===== config.mk =====
export PLATFORM = sky130hd
export DESIGN_NAME = data_watch_unit
export DESIGN_NICKNAME = d
export VERILOG_FILES = /design/src/rtl/dwu_pkg.sv /design/src/rtl/dwu_regs.sv /design/src/rtl/dwu_range.sv /design/src/rtl/dwu_qual.sv /design/src/rtl/data_watch_unit.sv
export SDC_FILE = /design/constraint.sdc
export NUM_CORES = 1
export LEC_CHECK = 0
export ABC_AREA = 1
export BUFFER_PORTS_ARGS = -buffer_cell sky130_fd_sc_hd__clkbuf_2
export CAP_MARGIN = 0
export CORE_MARGIN = 2
export CORE_UTILIZATION = 60
export DETAILED_ROUTE_END_ITERATION = 8
export PLACE_DENSITY_LB_ADDON = 0.1
export SKIP_CTS_REPAIR_TIMING = 1
export SKIP_LAST_GASP = 1
export SLEW_MARGIN = 15
export SYNTH_ARGS = -nofsm -noshare
export SYNTH_HDL_FRONTEND = slang
export SYNTH_SLANG_ARGS = --single-unit

===== constraint.sdc =====
create_clock -name clk -period 4.7 [get_ports clk]
set_input_delay 0.47 -clock clk [delete_from_list [all_inputs] [get_ports clk]]
set_output_delay 0.47 -clock clk [all_outputs]
set_load 0.02 [all_outputs]

===== src/rtl/dwu_pkg.sv =====
package dwu_pkg;

  localparam int REG_W     = 64;
  localparam int RANGE_W   = 6;
  localparam int NUM_PRIV  = 3;
  localparam int ALIGN_LG  = 3;

  // Wire positions for MSB-first field bit k: REG_W-1-k
  localparam int RANGE_LO  = REG_W - 1 - 53;  // 10
  localparam int WR_BIT    = REG_W - 1 - 57;  // 6
  localparam int RD_BIT    = REG_W - 1 - 58;  // 5
  localparam int HYP_BIT   = REG_W - 1 - 61;  // 2
  localparam int SUP_BIT   = REG_W - 1 - 62;  // 1
  localparam int PROB_BIT  = REG_W - 1 - 63;  // 0

  typedef enum logic [1:0] {
    PRIV_PROB = 2'd0,
    PRIV_SUP  = 2'd1,
    PRIV_HYP  = 2'd2,
    PRIV_NONE = 2'd3
  } priv_e;

  typedef struct packed {
    logic [RANGE_W-1:0]  mrange;
    logic                rd_en;
    logic                wr_en;
    logic [NUM_PRIV-1:0] priv_en;  // index = privilege code
  } wctl_t;

endpackage


===== src/rtl/dwu_regs.sv =====
module dwu_regs
  import dwu_pkg::*;
#(
  parameter int DW = REG_W
) (
  input  logic          clk,
  input  logic          rst,
  input  logic          we,
  input  logic          sel,
  input  logic [DW-1:0] wdata,
  output logic [DW-1:0] base,
  output wctl_t         ctl
);

  logic [DW-1:ALIGN_LG] base_q;
  wctl_t                ctl_q;
  wctl_t                ctl_d;

  always_comb begin
    ctl_d.mrange  = wdata[RANGE_LO +: RANGE_W];
    ctl_d.rd_en   = wdata[RD_BIT];
    ctl_d.wr_en   = wdata[WR_BIT];
    ctl_d.priv_en = {wdata[HYP_BIT], wdata[SUP_BIT], wdata[PROB_BIT]};
  end

  always_ff @(posedge clk) begin
    if (rst) begin
      base_q <= '0;
      ctl_q  <= '0;
    end else if (we) begin
      if (sel) ctl_q  <= ctl_d;
      else     base_q <= wdata[DW-1:ALIGN_LG];
    end
  end

  assign base = {base_q, {ALIGN_LG{1'b0}}};
  assign ctl  = ctl_q;

endmodule


===== src/rtl/dwu_range.sv =====
module dwu_range
  import dwu_pkg::*;
#(
  parameter int AW     = REG_W,
  parameter int SIZE_W = 2
) (
  input  logic [AW-1:0]      base,
  input  logic [RANGE_W-1:0] mrange,
  input  logic [AW-1:0]      acc_addr,
  input  logic [SIZE_W-1:0]  acc_size,
  output logic               overlap
);

  localparam int EW = AW + 1;

  logic [EW-1:0] acc_lo, acc_hi, win_lo, win_hi, win_len;

  always_comb begin
    acc_lo  = {1'b0, acc_addr};
    acc_hi  = acc_lo + (EW'(1) << acc_size);
    win_lo  = {1'b0, base};
    win_len = (EW'(mrange) + EW'(1)) << ALIGN_LG;
    win_hi  = win_lo + win_len;
    overlap = (acc_lo < win_hi) && (win_lo < acc_hi);
  end

endmodule


===== src/rtl/dwu_qual.sv =====
module dwu_qual
  import dwu_pkg::*;
(
  input  wctl_t       ctl,
  input  logic        acc_wr,
  input  logic [1:0]  acc_priv,
  output logic        allowed
);

  logic [NUM_PRIV-1:0] lvl_ok;

  for (genvar g = 0; g < NUM_PRIV; g++) begin : g_lvl
    assign lvl_ok[g] = ctl.priv_en[g] && (acc_priv == 2'(g));
  end

  logic kind_ok;
  assign kind_ok = acc_wr ? ctl.wr_en : ctl.rd_en;
  assign allowed = kind_ok && (|lvl_ok);

endmodule


===== src/rtl/data_watch_unit.sv =====
module data_watch_unit
  import dwu_pkg::*;
#(
  parameter int AW     = REG_W,
  parameter int SIZE_W = 2
) (
  input  logic              clk,
  input  logic              rst,
  input  logic              reg_we,
  input  logic              reg_sel,
  input  logic [AW-1:0]     reg_wdata,
  input  logic              acc_valid,
  input  logic [AW-1:0]     acc_addr,
  input  logic [SIZE_W-1:0] acc_size,
  input  logic              acc_wr,
  input  logic [1:0]        acc_priv,
  output logic              hit
);

  logic [AW-1:0] base_q;
  wctl_t         ctl_q;
  logic          in_window;
  logic          allowed;
  logic          hit_q;

  dwu_regs #(.DW(AW)) u_regs (
    .clk   (clk),
    .rst   (rst),
    .we    (reg_we),
    .sel   (reg_sel),
    .wdata (reg_wdata),
    .base  (base_q),
    .ctl   (ctl_q)
  );

  dwu_range #(.AW(AW), .SIZE_W(SIZE_W)) u_range (
    .base     (base_q),
    .mrange   (ctl_q.mrange),
    .acc_addr (acc_addr),
    .acc_size (acc_size),
    .overlap  (in_window)
  );

  dwu_qual u_qual (
    .ctl      (ctl_q),
    .acc_wr   (acc_wr),
    .acc_priv (acc_priv),
    .allowed  (allowed)
  );

  always_ff @(posedge clk) begin
    if (rst) hit_q <= 1'b0;
    else     hit_q <= acc_valid && in_window && allowed;
  end

  assign hit = hit_q;

endmodule


# Word-level counts from Yosys, hierarchy flattened
# Cells that the tools add are included.
dict set report totals {
  register_bits 73
  in_bits 138
  output_inout_bits 1
  elab_cells 27
}
dict set report classes {
  addsub 3
  magnitude_cmp 2
  n_eq_ne 2
  shifts 1
  muxes 1
  n_bitwise 1
  n_reduce_logical 11
}
# cell count
set op_table {}
lappend op_table {{$add 64x65->65} 2}
lappend op_table {{$lt 64x65->1} 2}
lappend op_table {{$shl 1x2->65 const A} 1}
lappend op_table {{$add 6x1->7 const B} 1}
lappend op_table {{$logic_and 1x1->1} 7}
lappend op_table {{$reduce_and 2->1} 2}
lappend op_table {{$reduce_or 3->1} 1}
lappend op_table {{$eq 2x1->1 const B} 1}
lappend op_table {{$eq 2x2->1 const B} 1}
lappend op_table {{$logic_not 2->1} 1}
lappend op_table {{$mux 1} 1}
lappend op_table {{$not 1->1} 1}

# Longest topological paths before layout
dict set report logic_depth {
  ltp_word 6
  ltp_mapped 28
}

# Hierarchy
# Synthesis repeated with hierarchy kept, for this count alone.
dict set report unflattened {
  hier_cells 1656
  area_unflattened_um2 10219.8
}
# mod n_inst cells_per_inst area_per_inst_um2 seq_area_each_um2
set by_module_without_submodules {}
lappend by_module_without_submodules {dwu_range 1 1192 7118.1 0.0}
lappend by_module_without_submodules {dwu_regs 1 448 3012.9 1441.4}
lappend by_module_without_submodules {dwu_qual 1 11 51.3 0.0}
lappend by_module_without_submodules {data_watch_unit 1 5 37.5 20.0}

# Worst setup path before layout
# No wires, ideal clock.
dict set report synth_path {
  path_type {input to register}
  from {input acc_size[1]}
  to {register hit_q, in the netlist hit}
  t_arrival_ns 3.256
  t_required_ns 4.636
  setup_slack_ns 1.380
  cell_stages 27
  path_buffers 0
  cell_sequence {nor2_1 -> ha_1 -> inv_1 -> fa_1 -> inv_1 -> nand2_1 -> nand2_1 -> nand2_2 -> nor2_8 -> nand4_4 -> or2_2 -> nor2_1 -> xor2_1 -> ha_1 -> nand2_1 -> nand2_1 -> nand2_1 -> nand2_1 -> a21oi_1 -> nand2_1 -> nor2_1 -> nand2_1 -> nand2_1 -> nand2_1 -> a21oi_1 -> nand2_1 -> nor2_1}
}
dict set report synth_between {
  elab_chain_cells 6
}
# item line_no
set synth_rtl {}
lappend synth_rtl {{from (decl)} data_watch_unit.sv:14} ;# input logic [SIZE_W-1:0] acc_size,
lappend synth_rtl {{$shl 1x2->65} dwu_range.sv:20} ;# acc_hi = acc_lo + (EW'(1) << acc_size);
lappend synth_rtl {{$add 64x65->65} dwu_range.sv:20}
lappend synth_rtl {{$lt 64x65->1} dwu_range.sv:24} ;# overlap = (acc_lo < win_hi) && (win_lo < acc_hi);
lappend synth_rtl {{$logic_and 1x1->1} dwu_range.sv:24}
lappend synth_rtl {{$logic_and 1x1->1 (2 in a row)} data_watch_unit.sv:53} ;# else hit_q <= acc_valid && in_window && allowed;
lappend synth_rtl {{to (signal assigned)} data_watch_unit.sv:53}
lappend synth_rtl {{to (decl)} data_watch_unit.sv:24} ;# logic hit_q;
# No other way between the ends.
# A chain may end at the register's enable or synchronous reset.

# Final worst setup path
dict set report layout_path {
  from {register, netlist name u_regs.ctl[5]}
  to {register hit_q, in the netlist hit}
}
dict set report layout_between {
  elab_chain_cells 6
}
# item line_no
set layout_rtl {}
lappend layout_rtl {{$add 6x1->7} dwu_range.sv:22} ;# win_len = (EW'(mrange) + EW'(1)) << ALIGN_LG;
lappend layout_rtl {{$add 64x65->65} dwu_range.sv:23} ;# win_hi = win_lo + win_len;
lappend layout_rtl {{$lt 64x65->1} dwu_range.sv:24}
lappend layout_rtl {{$logic_and 1x1->1} dwu_range.sv:24}
lappend layout_rtl {{$logic_and 1x1->1 (2 in a row)} data_watch_unit.sv:53}
# No other way between the ends.

==> key figures <==
Status
  • Outcome: finished, final reports clean

Final layout
  • ANT cells: 0
  • Fill count: 1446
  • Multi-input gate area: 7140 um^2
  • Commonest non-fill, non-tap cell in the layout: nand2_1
  • Commonest cells after routing, fill and taps aside: nand2_1 (277), nor2_1 (235), inv_1 (165)
  • Fraction of layout cells with a size suffix above 1: 0.125
  • NumNets Final: 1864
  • Design area: 10500 um^2
  • Layout area overhead: 12.9%
  • FF+latch area: 1460 um^2

Place
  • Dpl hpwl: 26600 um
  • Area after DPL: 10200 um^2
  • Port bufs: 138
  • Gpl congestion: 1.07

Floorplan
  • Initial core utilization: 0.613
  • Number of placement rows: 45
  • I/O Pins: 139
  • Die area: 16600 um^2
  • Core area: 15200 um^2
  • Die height: 129 um
  • Die Wd: 129 um

Setup path
  • Startpoint types: register
  • Worst EP required: 4.95 ns
  • Worst R2R Setup Slack: 0.55 ns
  • Crit-path slowest cell: nor3_2
  • Critical R2R Launch: u_regs.ctl[5]
  • Arrival time at the worst endpoint: 4.41 ns
  • Max incr delay on CP: 0.40 ns
  • Setup CP Type: register to register
  • Crit path max-delay family: simple AND/OR/NAND/NOR gates
  • Reg2Reg Capture Point: hit
  • Crit Path Max Fanout: 4
  • Crit. End Element: register
  • Critical Path Start: u_regs.ctl[5]
  • Reg2Reg Depth: 27
  • Crit path buf inv count: 2
  • Most used cell, CP: nand2_1

Drt
  • Via count: 10.4k
  • Avg WL per Cell: 18.0 um
  • Drt total wl: 32100 um
  • DR iter-0 viols: 1202
  • Via/cell ratio: 5.85
  • Antenna viol nets, final: 0
  • DR DRC count: 0
  • TritonRoute pass-1 iters: 6

STA
  • Max Freq: 241 MHz
  • RSZ-0062 raised after global routing: false
  • Setup violators final: 0
  • Max-slew violations: 0
  • Final min period: 4.15 ns
  • Hold slack final: 0.326 ns
  • Worst Tran Pin Value: 1.05 ns
  • Hold Vio Cnt, Final: 0
  • Layout Skew: 0.00499 ns
  • Relative slew slack: 0.296
  • Setup TNS: 0 ns
  • Final period utilization: 0.884

Yosys
  • #FFs+latches synth: 73
  • Synth Cell Area: 9320 um^2
  • Cells after Synth: 1457
  • Synth cell types: 45
  • Post-Syn Nets: 1730
  • Synthesized area per cell: 6.40 um^2
  • Seq/Total Area, Yosys: 0.157
  • Synth warnings: 0

Clock network
  • H-Tree Depth: 3
  • Root Buffer: clkbuf_16
  • Clock Path Buffers: 2
  • Worst-skew pair later-pin latency: 0.36 ns
  • TritonCTS Buffers: 9
  • Clk slew on worst S/H paths: 0.07 ns
  • TritonCTS clock tree: done
  • Clock Sinks: 73

Global routing
  • Initial antenna violation count: 0
  • Global route total overflow: 0
  • First-pass GRT wire length: 49800 um
  • Largest net degree at the start of global routing: 74
  • GRT Overall Usage: 0.390
  • Vias in the first global route: 9377

Pwr
  • Power density over cell area: 198 nW/um^2
  • Worst IR Drop VDD: 213 uV
  • Static Leak: 4.85 nW

Worst hold path
  • Min-delay worst type: input pin to register
  • HP Start: reg_wdata[58]
  • WHS Path Cells: 3
  • WHS Endpoint: u_regs.base_q[58]

Job
  • Max cap viols: 0
[sequential cells by signal, indices dropped and copies added (netlist names)]
register and flops:
hit 1, u_regs.base_q 61, u_regs.ctl 11
[cell families after synthesis]
group / share of synthesized area
buffers and inverters: 0.0780
flip-flops: 0.157
AND/OR/NAND/NOR: 0.355
XOR/XNOR: 0.114
adder cells (fa/ha/maj): 0.183
AO/OA/AOI/OAI: 0.113
[per-stage QoR]
| stage | instances | setup slack, ns | total power (W) | utilization |
|---|---|---|---|---|
| after floorplan | 1457 | 1.38 | 0.00110 | - |
| after global placement | 1768 | 0.540 | 0.00131 | 0.672 |
| after detailed placement | 1768 | 0.482 | 0.00133 | 0.672 |
| after CTS | 1784 | 0.653 | 0.00208 | 0.693 |
| after global routing | 1784 | 0.212 | 0.00219 | 0.693 |
| final | 1784 | 0.546 | 0.00209 | 0.693 |
[worst min-delay path, delay by kind of cell]
kind          cells  cell delay [ns]
buf+inv           1             0.07
simple gates      2             0.11
[cell type report]
cell class | instances | area share
multi-input cells | 1191 | 0.678
flip-flops and latches | 73 | 0.139
inverters | 172 | 0.0616
repair buffers | 144 | 0.0699
clock buffers | 9 | 0.0214
well taps | 188 | 0.0223
clock inverters | 7 | 0.00808
[synthesized netlist by cell type, drive strengths merged]
cell    count  area [um^2]
a211oi      1         7.51
a21boi      2         15.0
a21o        5         37.5
a21oi      86          434
a31oi       1         6.26
and3        1         6.26
clkbuf     21         78.8
clkinv      4         17.5
dfxtp      73         1460
fa          2         40.0
ha        133         1660
inv       168          631
nand2     284         1080
nand3      57          315
nand3b      2         15.0
nand4      59          384
nor2      244          970
nor3       56          329
nor3b       1         7.51
nor4       25          169
nor4b       1         8.76
o211ai      2         15.0
o21a        2         15.0
o21ai      98          494
o21bai      2         18.8
o22ai       1         6.26
o31ai       1         7.51
or2         4         25.0
xnor2      28          245
xor2       93          815
[power by group]
group,total [W],leakage (nW),internal [W],switching [W]
Sequential,0.000735,0.603,0.000660,0.0000756
Clock,0.000760,0.146,0.000423,0.000337
Combinational,0.000594,4.10,0.000237,0.000357
Total,0.00209,4.85,0.00132,0.000770
[worst max path at each step]
stage                     end  depth (start not counted)
final                     hit                         27
after global routing      hit                         25
after CTS                 hit                         27
after detailed placement  hit                         28
after global placement    hit                         28
after floorplan           hit                         27
[per-layer routing]
| metal | wire length (um) | vias up | global-route usage |
|---|---|---|---|
| met5 | 0 | - | 0 |
| met1 | 14200 | 4710 | 0.542 |
| met2 | 13900 | 526 | 0.615 |
| met3 | 3130 | 67 | 0.0661 |
| met4 | 856 | 0 | 0.126 |
| li1 | - | 5130 | - |
No activity file was read; power rests on OpenSTA's default activity.
